<file path="src/rtl/boost_acc_pkg.sv">
package boost_acc_pkg;

  typedef enum logic [1:0] {
    CTL_IDLE,
    CTL_LAUNCH,
    CTL_WAIT,
    CTL_HOLD
  } ctl_state_t;

  typedef enum logic [1:0] {
    OP_SCALE,
    OP_RATE,
    OP_COEF,
    OP_TGT
  } calc_op_t;

  typedef enum logic [1:0] {
    MD_IDLE,
    MD_MUL,
    MD_DIV
  } md_phase_t;

  localparam int unsigned PCT_FULL  = 100;
  localparam int unsigned PCT_SQ    = 10000;

endpackage

</file>
<file path="src/rtl/boost_muldiv.sv">
module boost_muldiv #(
  parameter int AW = 32,
  parameter int BW = 16,
  parameter int DW = 32
) (
  input  logic             clk,
  input  logic             rst_n,
  input  logic             start,
  input  logic [AW-1:0]    op_a,
  input  logic [BW-1:0]    op_b,
  input  logic [DW-1:0]    op_d,
  output logic             busy,
  output logic             done,
  output logic [AW+BW-1:0] quo
);
  import boost_acc_pkg::*;

  localparam int PW   = AW + BW;
  localparam int CNTW = $clog2(PW + 1);
  localparam logic [CNTW-1:0] MUL_LAST = CNTW'(BW - 1);
  localparam logic [CNTW-1:0] DIV_LAST = CNTW'(PW - 1);

  md_phase_t       ph;
  logic [PW-1:0]   acc;
  logic [PW-1:0]   mcand;
  logic [BW-1:0]   mplier;
  logic [DW-1:0]   dv;
  logic [DW-1:0]   rem;
  logic [CNTW-1:0] cnt;

  logic [DW:0]     trial;
  logic            fits;
  logic [DW-1:0]   diff;

  always_comb begin
    trial = {rem, acc[PW-1]};
    fits  = (trial >= {1'b0, dv});
    diff  = trial[DW-1:0] - dv;
  end

  always_ff @(posedge clk or negedge rst_n) begin
    if (!rst_n) begin
      ph     <= MD_IDLE;
      acc    <= '0;
      mcand  <= '0;
      mplier <= '0;
      dv     <= '0;
      rem    <= '0;
      cnt    <= '0;
      done   <= 1'b0;
    end else begin
      done <= 1'b0;
      case (ph)
        MD_IDLE: begin
          if (start) begin
            acc    <= '0;
            mcand  <= PW'(op_a);
            mplier <= op_b;
            dv     <= op_d;
            cnt    <= '0;
            ph     <= MD_MUL;
          end
        end
        MD_MUL: begin
          if (mplier[0]) acc <= acc + mcand;
          mcand  <= mcand << 1;
          mplier <= mplier >> 1;
          if (cnt == MUL_LAST) begin
            cnt <= '0;
            rem <= '0;
            ph  <= MD_DIV;
          end else begin
            cnt <= cnt + 1'b1;
          end
        end
        MD_DIV: begin
          if (fits) begin
            rem <= diff;
            acc <= {acc[PW-2:0], 1'b1};
          end else begin
            rem <= trial[DW-1:0];
            acc <= {acc[PW-2:0], 1'b0};
          end
          if (cnt == DIV_LAST) begin
            ph   <= MD_IDLE;
            done <= 1'b1;
          end else begin
            cnt <= cnt + 1'b1;
          end
        end
        default: ph <= MD_IDLE;
      endcase
    end
  end

  assign busy = (ph != MD_IDLE);
  assign quo  = acc;

  // a new operation is only launched on an idle unit
  p_start_idle_r9: assert property (@(posedge clk) disable iff (!rst_n)
    start |-> !busy);

endmodule

</file>
<file path="src/rtl/boost_decide.sv">
module boost_decide #(
  parameter int FW   = 32,
  parameter int PW   = 48,
  parameter int STEP = 16000
) (
  input  logic          go_up,
  input  logic          go_down,
  input  logic [FW-1:0] old_boost,
  input  logic [PW-1:0] scaled,
  input  logic [FW-1:0] ceiling,
  input  logic [FW-1:0] avg,
  input  logic [FW-1:0] dep_level,
  input  logic          above_in,
  input  logic          below_in,
  output logic [FW-1:0] boost_out,
  output logic          above_out,
  output logic          below_out
);
  localparam logic [PW:0]   STEP_W = (PW+1)'(STEP);
  localparam logic [PW-1:0] HALF_W = PW'(STEP / 2);

  logic [PW:0] grown;
  logic        saturate;
  logic        to_zero;

  always_comb begin
    grown    = {1'b0, scaled} + STEP_W;
    saturate = (grown >= (PW+1)'(ceiling));
    to_zero  = (scaled < HALF_W);

    boost_out = old_boost;
    above_out = above_in;
    below_out = below_in;

    if (go_up) begin
      below_out = 1'b1;
      if (saturate) begin
        boost_out = ceiling;
        above_out = 1'b0;
      end else begin
        boost_out = grown[FW-1:0];
        above_out = 1'b1;
      end
    end else if (go_down) begin
      above_out = 1'b1;
      if (to_zero) begin
        boost_out = '0;
        below_out = 1'b0;
      end else begin
        boost_out = scaled[FW-1:0];
        below_out = 1'b1;
      end
    end

    if (dep_level != '0) begin
      if (avg >= dep_level)
        below_out = 1'b1;
      else if (boost_out == '0)
        below_out = 1'b0;
    end
  end

endmodule

</file>
<file path="src/rtl/boost_acc.sv">
module boost_acc #(
  parameter int FW   = 32,
  parameter int CW   = 10,
  parameter int MW   = 16,
  parameter int STEP = 16000
) (
  input  logic          clk,
  input  logic          rst_n,
  input  logic          evt_valid,
  output logic          evt_ready,
  input  logic          evt_up,
  input  logic          evt_down,
  input  logic [FW-1:0] avg_count,
  input  logic [CW-1:0] up_coeff,
  input  logic [CW-1:0] down_coeff,
  input  logic [CW-1:0] up_thresh,
  input  logic [FW-1:0] dep_thresh,
  input  logic [FW-1:0] sample_period,
  input  logic [FW-1:0] max_freq,
  output logic          res_valid,
  input  logic          res_ready,
  output logic [FW-1:0] boost,
  output logic          arm_above,
  output logic          arm_below,
  output logic [FW-1:0] target
);
  import boost_acc_pkg::*;

  localparam int PW = FW + MW;

  ctl_state_t    st;
  calc_op_t      op_q;

  logic          k_up, k_dn;
  logic [FW-1:0] avg_q, dep_q, per_q, max_q;
  logic [CW-1:0] upc_q, dnc_q, upth_q;
  logic [FW-1:0] boost_q, rate_q, tgt_q;
  logic [MW-1:0] coef_q;
  logic          above_q, below_q;

  logic          md_start, md_busy, md_done;
  logic [FW-1:0] md_a, md_d;
  logic [MW-1:0] md_b;
  logic [PW-1:0] md_quo;

  logic [FW-1:0] nb_boost;
  logic          nb_above, nb_below;

  logic          accept;
  assign accept = evt_valid && (st == CTL_IDLE);

  always_comb begin
    md_a = '0;
    md_b = '0;
    md_d = '0;
    case (op_q)
      OP_SCALE: begin
        md_a = boost_q;
        md_b = k_up ? MW'(upc_q) : (k_dn ? MW'(dnc_q) : MW'(PCT_FULL));
        md_d = FW'(PCT_FULL);
      end
      OP_RATE: begin
        md_a = avg_q;
        md_b = MW'(1);
        md_d = per_q;
      end
      OP_COEF: begin
        md_a = FW'(PCT_SQ);
        md_b = MW'(1);
        md_d = FW'(upth_q);
      end
      default: begin
        md_a = rate_q;
        md_b = coef_q;
        md_d = FW'(PCT_FULL);
      end
    endcase
  end

  assign md_start = (st == CTL_LAUNCH);

  boost_muldiv #(.AW(FW), .BW(MW), .DW(FW)) md_i (
    .clk   (clk),
    .rst_n (rst_n),
    .start (md_start),
    .op_a  (md_a),
    .op_b  (md_b),
    .op_d  (md_d),
    .busy  (md_busy),
    .done  (md_done),
    .quo   (md_quo)
  );

  boost_decide #(.FW(FW), .PW(PW), .STEP(STEP)) dec_i (
    .go_up     (k_up),
    .go_down   (k_dn),
    .old_boost (boost_q),
    .scaled    (md_quo),
    .ceiling   (max_q),
    .avg       (avg_q),
    .dep_level (dep_q),
    .above_in  (above_q),
    .below_in  (below_q),
    .boost_out (nb_boost),
    .above_out (nb_above),
    .below_out (nb_below)
  );

  always_ff @(posedge clk or negedge rst_n) begin
    if (!rst_n) begin
      st      <= CTL_IDLE;
      op_q    <= OP_SCALE;
      k_up    <= 1'b0;
      k_dn    <= 1'b0;
      avg_q   <= '0;
      dep_q   <= '0;
      per_q   <= '0;
      max_q   <= '0;
      upc_q   <= '0;
      dnc_q   <= '0;
      upth_q  <= '0;
      boost_q <= '0;
      rate_q  <= '0;
      coef_q  <= '0;
      tgt_q   <= '0;
      above_q <= 1'b1;
      below_q <= 1'b1;
    end else begin
      case (st)
        CTL_IDLE: begin
          if (accept) begin
            k_up   <= evt_up;
            k_dn   <= evt_down;
            avg_q  <= avg_count;
            dep_q  <= dep_thresh;
            per_q  <= sample_period;
            max_q  <= max_freq;
            upc_q  <= up_coeff;
            dnc_q  <= down_coeff;
            upth_q <= up_thresh;
            op_q   <= OP_SCALE;
            st     <= CTL_LAUNCH;
          end
        end
        CTL_LAUNCH: st <= CTL_WAIT;
        CTL_WAIT: begin
          if (md_done) begin
            case (op_q)
              OP_SCALE: begin
                boost_q <= nb_boost;
                above_q <= nb_above;
                below_q <= nb_below;
                op_q    <= OP_RATE;
                st      <= CTL_LAUNCH;
              end
              OP_RATE: begin
                rate_q <= md_quo[FW-1:0];
                op_q   <= OP_COEF;
                st     <= CTL_LAUNCH;
              end
              OP_COEF: begin
                coef_q <= md_quo[MW-1:0];
                op_q   <= OP_TGT;
                st     <= CTL_LAUNCH;
              end
              default: begin
                tgt_q <= md_quo[FW-1:0] + boost_q;
                st    <= CTL_HOLD;
              end
            endcase
          end
        end
        CTL_HOLD: if (res_ready) st <= CTL_IDLE;
        default: st <= CTL_IDLE;
      endcase
    end
  end

  assign evt_ready = (st == CTL_IDLE);
  assign res_valid = (st == CTL_HOLD);
  assign boost     = boost_q;
  assign arm_above = above_q;
  assign arm_below = below_q;
  assign target    = tgt_q;

  // input readiness and output validity never overlap
  p_ready_excl_r9: assert property (@(posedge clk) disable iff (!rst_n)
    !(evt_ready && res_valid));

  // a stalled result holds every output
  p_hold_stable_r9: assert property (@(posedge clk) disable iff (!rst_n)
    (res_valid && !res_ready) |=> (res_valid && $stable(target) && $stable(boost)
      && $stable(arm_above) && $stable(arm_below)));

  // after an up event the boost sits at or below the captured ceiling
  p_cap_r3: assert property (@(posedge clk) disable iff (!rst_n)
    (res_valid && k_up) |-> (boost <= max_q));

  // an up event leaves the lower detector armed
  p_up_arms_below_r3: assert property (@(posedge clk) disable iff (!rst_n)
    (res_valid && k_up) |-> arm_below);

  // a down-only event leaves the upper detector armed
  p_down_arms_above_r4: assert property (@(posedge clk) disable iff (!rst_n)
    (res_valid && k_dn && !k_up) |-> arm_above);

  // no state moves while idle with nothing offered
  p_idle_quiet_r9: assert property (@(posedge clk) disable iff (!rst_n)
    (evt_ready && !evt_valid) |=> ($stable(boost) && $stable(arm_above) && $stable(arm_below)));

  // no stray multiply-divide activity while idle
  p_idle_unit_r6: assert property (@(posedge clk) disable iff (!rst_n)
    evt_ready |-> !md_busy);

endmodule

</file>
<file path="config.mk">
export PLATFORM = sky130hd
export DESIGN_NAME = boost_acc
export DESIGN_NICKNAME = d
export VERILOG_FILES = /design/src/rtl/boost_acc_pkg.sv /design/src/rtl/boost_muldiv.sv /design/src/rtl/boost_decide.sv /design/src/rtl/boost_acc.sv
export SDC_FILE = /design/constraint.sdc
export NUM_CORES = 1
export LEC_CHECK = 0
export CORE_AREA = 5 5 271 273
export DETAILED_ROUTE_END_ITERATION = 6
export DIE_AREA = 0 0 276 278
export GPL_TIMING_DRIVEN = 0
export SLEW_MARGIN = 10
export SYNTH_ARGS = -nofsm -noshare
export SYNTH_HDL_FRONTEND = slang
export SYNTH_SLANG_ARGS = --single-unit
export TNS_END_PERCENT = 5
</file>
<file path="constraint.sdc">
create_clock -name clk -period 4.9 [get_ports clk]
set_clock_uncertainty 0.1 [all_clocks]
set_input_delay 0.49 -clock clk [delete_from_list [all_inputs] [get_ports clk]]
set_output_delay 0.49 -clock clk [all_outputs]
set_load 0.02 [all_outputs]
</file>
# --- After elaboration in Yosys (flattened, before gate mapping) ---
# Cells that the tools add are included.
word_totals:
  regBits: 463
  latchBits: 0
  inputBits: 164
  word_cells: 128
  rom_bits: 0
  ram_bits: 0
  memories: 0
  output_inout_bits: 68
classes:
  bitwise: 1
  n_mul: 0
  n_reduce_logical: 27
  magnitude_cmp: 4
  div: 0
  n_shift: 0
  eq_ne: 18
  mux: 48
  addsub: 5
op_table:
  columns: ["operator", "n"]
  rows:
  - ["$mux 32", 6]
  - ["$mux 48", 3]
  - ["$pmux 48 s3", 1]
  - ["$pmux 32 s2", 2]
  - ["$pmux 32 s3", 1]
  - ["$pmux 48 s2", 1]
  - ["$pmux 16 s2", 2]
  - ["$add 48x14->49 const B", 1]
  - ["$ge 49x32->1", 1]
  - ["$add 48x48->48", 1]
  - ["$lt 48x13->1 const B", 1]
  - ["$ge 33x32->1", 1]
  - ["$add 32x32->32", 1]
  - ["$ge 32x32->1", 1]
  - ["$logic_not 32->1", 1]
  - ["$reduce_bool 32->1", 1]
  - ["$sub 32x32->32", 1]
  - ["$reduce_and 3->1", 8]
  - ["$mux 10", 2]
  - ["$mux 2", 9]
  - ["$mux 6", 3]
  - ["$pmux 6 s3", 1]
  - ["$mux 16", 1]
  - ["$ne 2x1->1 const B", 7]
  - ["other kinds (20)", 46]

# --- Depth between registers and ports, before layout ---
logic_depth:
  depth_word: 8
  ltp_mapped: 22

# --- Hierarchy ---
# Synthesis repeated with hierarchy kept, for this count alone.
hier_totals:
  cells_unflattened: 3041
  area_unflattened_um2: 29492.0
modules_own_cells:
  columns: ["module", "cells_per_inst", "area_each_um2", "n_inst"]
  rows:
  - ["boost_acc", 1082, 13168.9, 1]
  - ["boost_muldiv", 1379, 12413.2, 1]
  - ["boost_decide", 580, 3910.0, 1]

# --- Least setup slack after synthesis ---
# OpenSTA, ideal clock, no wires.
synth_path:
  path_type: "flip-flop to flip-flop"
  from: "reg md_i.acc[12] (netlist: md_i.quo[12])"
  to: "reg below_q (netlist: arm_below)"
  setup_slack_ns: 0.351
  t_arrival_ns: 4.357
  required_ns: 4.708
  path_stages_with_launch: 20
  synth_period_minus_slack_ns: 4.549
  cell_sequence: "dfrtp_1 buf_2 nor4_4 a21oi_1 and3_1 nand4_1 xnor2_1 ha_1 a21oi_1 nor2_1 o41a_1 a2111oi_0 and4_1 o211ai_2 nor2_2 mux2_1 a21oi_1 or3b_2 nor4_1 a31oi_1"
synth_between:
  elab_chain_len: 8
  word_cells_on_any_way: 14
synth_rtl:
  columns: ["item", "line", "rtl"]
  rows:
  - ["start, declared", "boost_muldiv.sv:24", "logic [PW-1:0] acc;"]
  - ["start signal, assigned", "boost_muldiv.sv:65", "if (mplier[0]) acc <= acc + mcand;"]
  - ["start signal, assigned", "boost_muldiv.sv:79", "acc <= {acc[PW-2:0], 1'b1};"]
  - ["start signal, assigned", "boost_muldiv.sv:82", "acc <= {acc[PW-2:0], 1'b0};"]
  - ["$add 48x14->49 or $lt 48x13->1 (tied branches)", "boost_decide.sv:27, boost_decide.sv:29", null]
  - ["$ge 49x32->1 or $mux 32 (tied branches)", "boost_decide.sv:28, boost_decide.sv:46", null]
  - ["$mux 32 (on tied branches)", "boost_decide.sv:37, boost_decide.sv:44", null]
  - ["$mux 32", "boost_decide.sv:35", "if (go_up) begin"]
  - ["$logic_not 32->1", "boost_decide.sv:58", "else if (boost_out == '0)"]
  - ["$mux 1", "boost_decide.sv:58", null]
  - ["$mux 1", "boost_decide.sv:56", "if (avg >= dep_level)"]
  - ["$mux 1 (*)", "boost_decide.sv:55", "if (dep_level != '0) begin"]
  - ["end signal, assigned", "boost_acc.sv:152", "below_q <= nb_below;"]
  - ["end, declared", "boost_acc.sv:39", "logic above_q, below_q;"]
# Mark *: on every way between the ends. The rest lies on a longest branch, timed or not.
# A chain may end at the register's enable or synchronous reset.

# --- Worst setup path in the final report ---
layout_path:
  from: "reg md_i.acc[8] (netlist: md_i.quo[8])"
  to: "reg below_q (netlist: arm_below)"
# Same word-level chain as after synthesis.

==> out/qor.txt <==
Status = finished with violations
Failing checks = setup timing
Share of cells above drive strength 1 = 10.9%
CP Data Arrival Time = 5460 ps
Root buffer cell = clkbuf_16
Diodes inserted = 0
Required @ worst endpoint = 5340 ps
WL/cell = 23.1 um
Synth top cells by count = dfrtp_1, nand2_1, o21ai_0
Peak Freq = 0.199 GHz
Core ar. = 70,900 um^2
H-tree depth = 2
Post-layout nets = 3,717
Min Hold Slack = 319 ps
CTS tree = yes
Worst setup margin = -124 ps
Num CTS Buffers = 54
Number of I/O port buffers = 231
DR DRC count = 0
Clock Sinks = 463
Cells after Synth = 3,043
Proportion of netlist area held by the largest area contributor = 41.3%
CP Launch Type = register
Ranking of synthesized cells by area = dfrtp_1, ha_1, o21ai_0
Max Transition Viols Final = 0
Maximum net fanout on the critical path = 9
CP endpoint kind = register
DR iter-0 viols = 2,475
Worst slew pin tran = 1350 ps
Syn avg cell area = 9.17 um^2
Die ar. = 76,700 um^2
Global Route Usage Sum = 25.0%
Longest Clk Path Bufs = 3
Slew Limit Headroom = 9.10%
Worst vdd ir = 314 uV
Later-pin clock latency in the skew report = 630 ps
Cell Area, Synth = 27,900 um^2
Die H = 278 um
Endpoints failing hold = 0
Top FF cell, synth = dfrtp_1
Cell with the most instances after synthesis = dfrtp_1
Initial antenna violation count = 3
Share of flip-flops with an asynchronous set or reset = 100%
Core Rows = 98
IO Count = 232
Yosys warning total = 0
Final Non-Filler Cells = 4,359
Final period demand of the worst path = 5020 ps
P&R area growth vs syn = 22.0%
HP Class = in2reg
Hpwl dp = 75.7 mm
Die X = 276 um
TritonRoute pass-1 iters = 6
Vias in the first global route = 24.3k
Final Setup Violations = 1
Number of flops mapped to enable cells by yosys = 0
Fill cell count = 6,951
Seq cells post-synth = 463
Leak = 15.0 nW
Grt ovf = 0
Reg clk slew, reported paths = 60 ps
Pwr dens = 447 nW/um^2
Routability cong. = 0.956
WL final = 101 mm
Largest net degree at the start of global routing = 108
CP Class = reg2reg
DRT antenna net count = 0
Tcrit/Tclk final = 103%
RSZ-0062 raised after global routing = true
Leading area contributor after synthesis = dfrtp_1
Global-route wire length before repair = 150 mm
Post-synthesis sequential area ratio = 41.5%
Mapped Nets = 3,395
Max Cap Violations = 0
DR vias = 25.3k
Starting Density = 39.4%
Placed Cells incl. Taps = 4,229
Setup_tns = -124 ps
Synth cell types = 85
Avg Vias per Cell = 5.80
-- where the power goes --
part	total [mW]	internal, mW	switching [mW]	leakage (nW)
Sequential	5.28	4.64	0.637	6.08
Clock	4.21	2.47	1.74	0.883
Combinational	5.73	2.28	3.45	7.99
Total	15.2	9.39	5.82	15.0
-- cell families (layout without fill, tap and decap cells) --
family / Yosys count / after routing / synth area share [%]
adders and majority gates: 188 / 188 / 8.51
xor gates and xnor gates: 124 / 124 / 3.89
AOI/OAI and AO/OA: 945 / 945 / 21.1
buffers and inverters: 323 / 689 / 4.53
muxes: 175 / 175 / 6.93
and+or+nand+nor: 825 / 825 / 13.6
DFF: 463 / 463 / 41.5
-- layout make-up --
cell class	instances	area, um^2	share of cell area (%)
tap	950	1190	3.49
multi-input combinational	2257	15300	45.0
sequential	463	11600	34.1
timing repair buffer	268	2690	7.91
buffer	168	822	2.41
clock buffer	77	1550	4.55
inverter	153	574	1.69
clock inverter	23	282	0.827
-- cell usage in the layout (no fill, tap or decap), drive strengths merged, types with 18 or more instances in the layout --
cell             n
o211ai          20
a211oi          21
clkdlybuf4s50  230
a22o            34
xnor2           72
nand2b          26
xor2            52
mux2i           31
o221ai          18
a21oi          215
o21ai          335
nand3           64
dfrtp          461
nor4            34
nor2           162
nor3            27
a22oi           95
inv            155
nor2b           24
nand4           27
and3            24
buf             78
o21a            21
nand2          385
a21o            57
clkbuf         204
ha             185
mux2           144
-- metal layers --
layer / track usage [%] / vias up / share of wire, %
met1: 34.6 / 12500 / 44
met4: 7.52 / 0 / 3.5
li1: - / 11600 / -
met2: 40.0 / 949 / 45
met5: 0 / - / 0
met3: 4.92 / 219 / 7.5
-- path summary, 6_finish.rpt --
check | cells after the start | slack [ps] | endpoint | start
max | 20 | -120 | arm_below | md_i.quo[8]
min | 3 | 320 | dep_q[26] | dep_thresh[26]
max reg2reg | 20 | -120 | arm_below | md_i.quo[8]
min reg2reg | 2 | 380 | rate_q[0] | rate_q[0]
max in group asynchronous | 3 | 3310 | md_i.rem[25] | rst_n
min in group asynchronous | 2 | 350 | dep_q[25] | rst_n
-- worst max-delay path, stage by stage (launching register included) --
cell and delay (ps):
dfrtp_2 470, buf_6 190, a21oi_2 300, a21oi_4 110, and4_1 240, xnor2_2 200
inv_1 70, ha_1 330, nand4_1 120, or2_4 270, nor3_4 220, nand2_2 130
a211o_1 320, o211a_1 250, buf_6 140, a31o_4 250, a222oi_1 340, and4b_1 290
nand4_1 130, nor4_2 330, a31oi_1 120
-- timing repair --
action | in CTS | in global routing
endpoints found under the setup margin | 29 | 14
gates cloned | 0 | 0
hold buffers | 1 | 0
hold endpoints to repair | 68 | 0
pin swaps | 20 | 19
buffers inserted | 26 | 6
resized for setup | 91 | 16
-- per-stage QoR --
step           utilization [%]  power (mW)  instance area (um^2)  setup slack [ps]
3_3_place_gp              44.3        10.8                 31400            -18180
5_1_grt                   48.0        16.1                 34100              -225
2_1_floorplan                -        8.91                 27900               351
3_5_place_dp              44.5        10.8                 31500             -1020
4_1_cts                   47.9        15.2                 33900             -11.3
6_report                  48.0        15.2                 34100              -124
(Power assumes the default switching activity.)
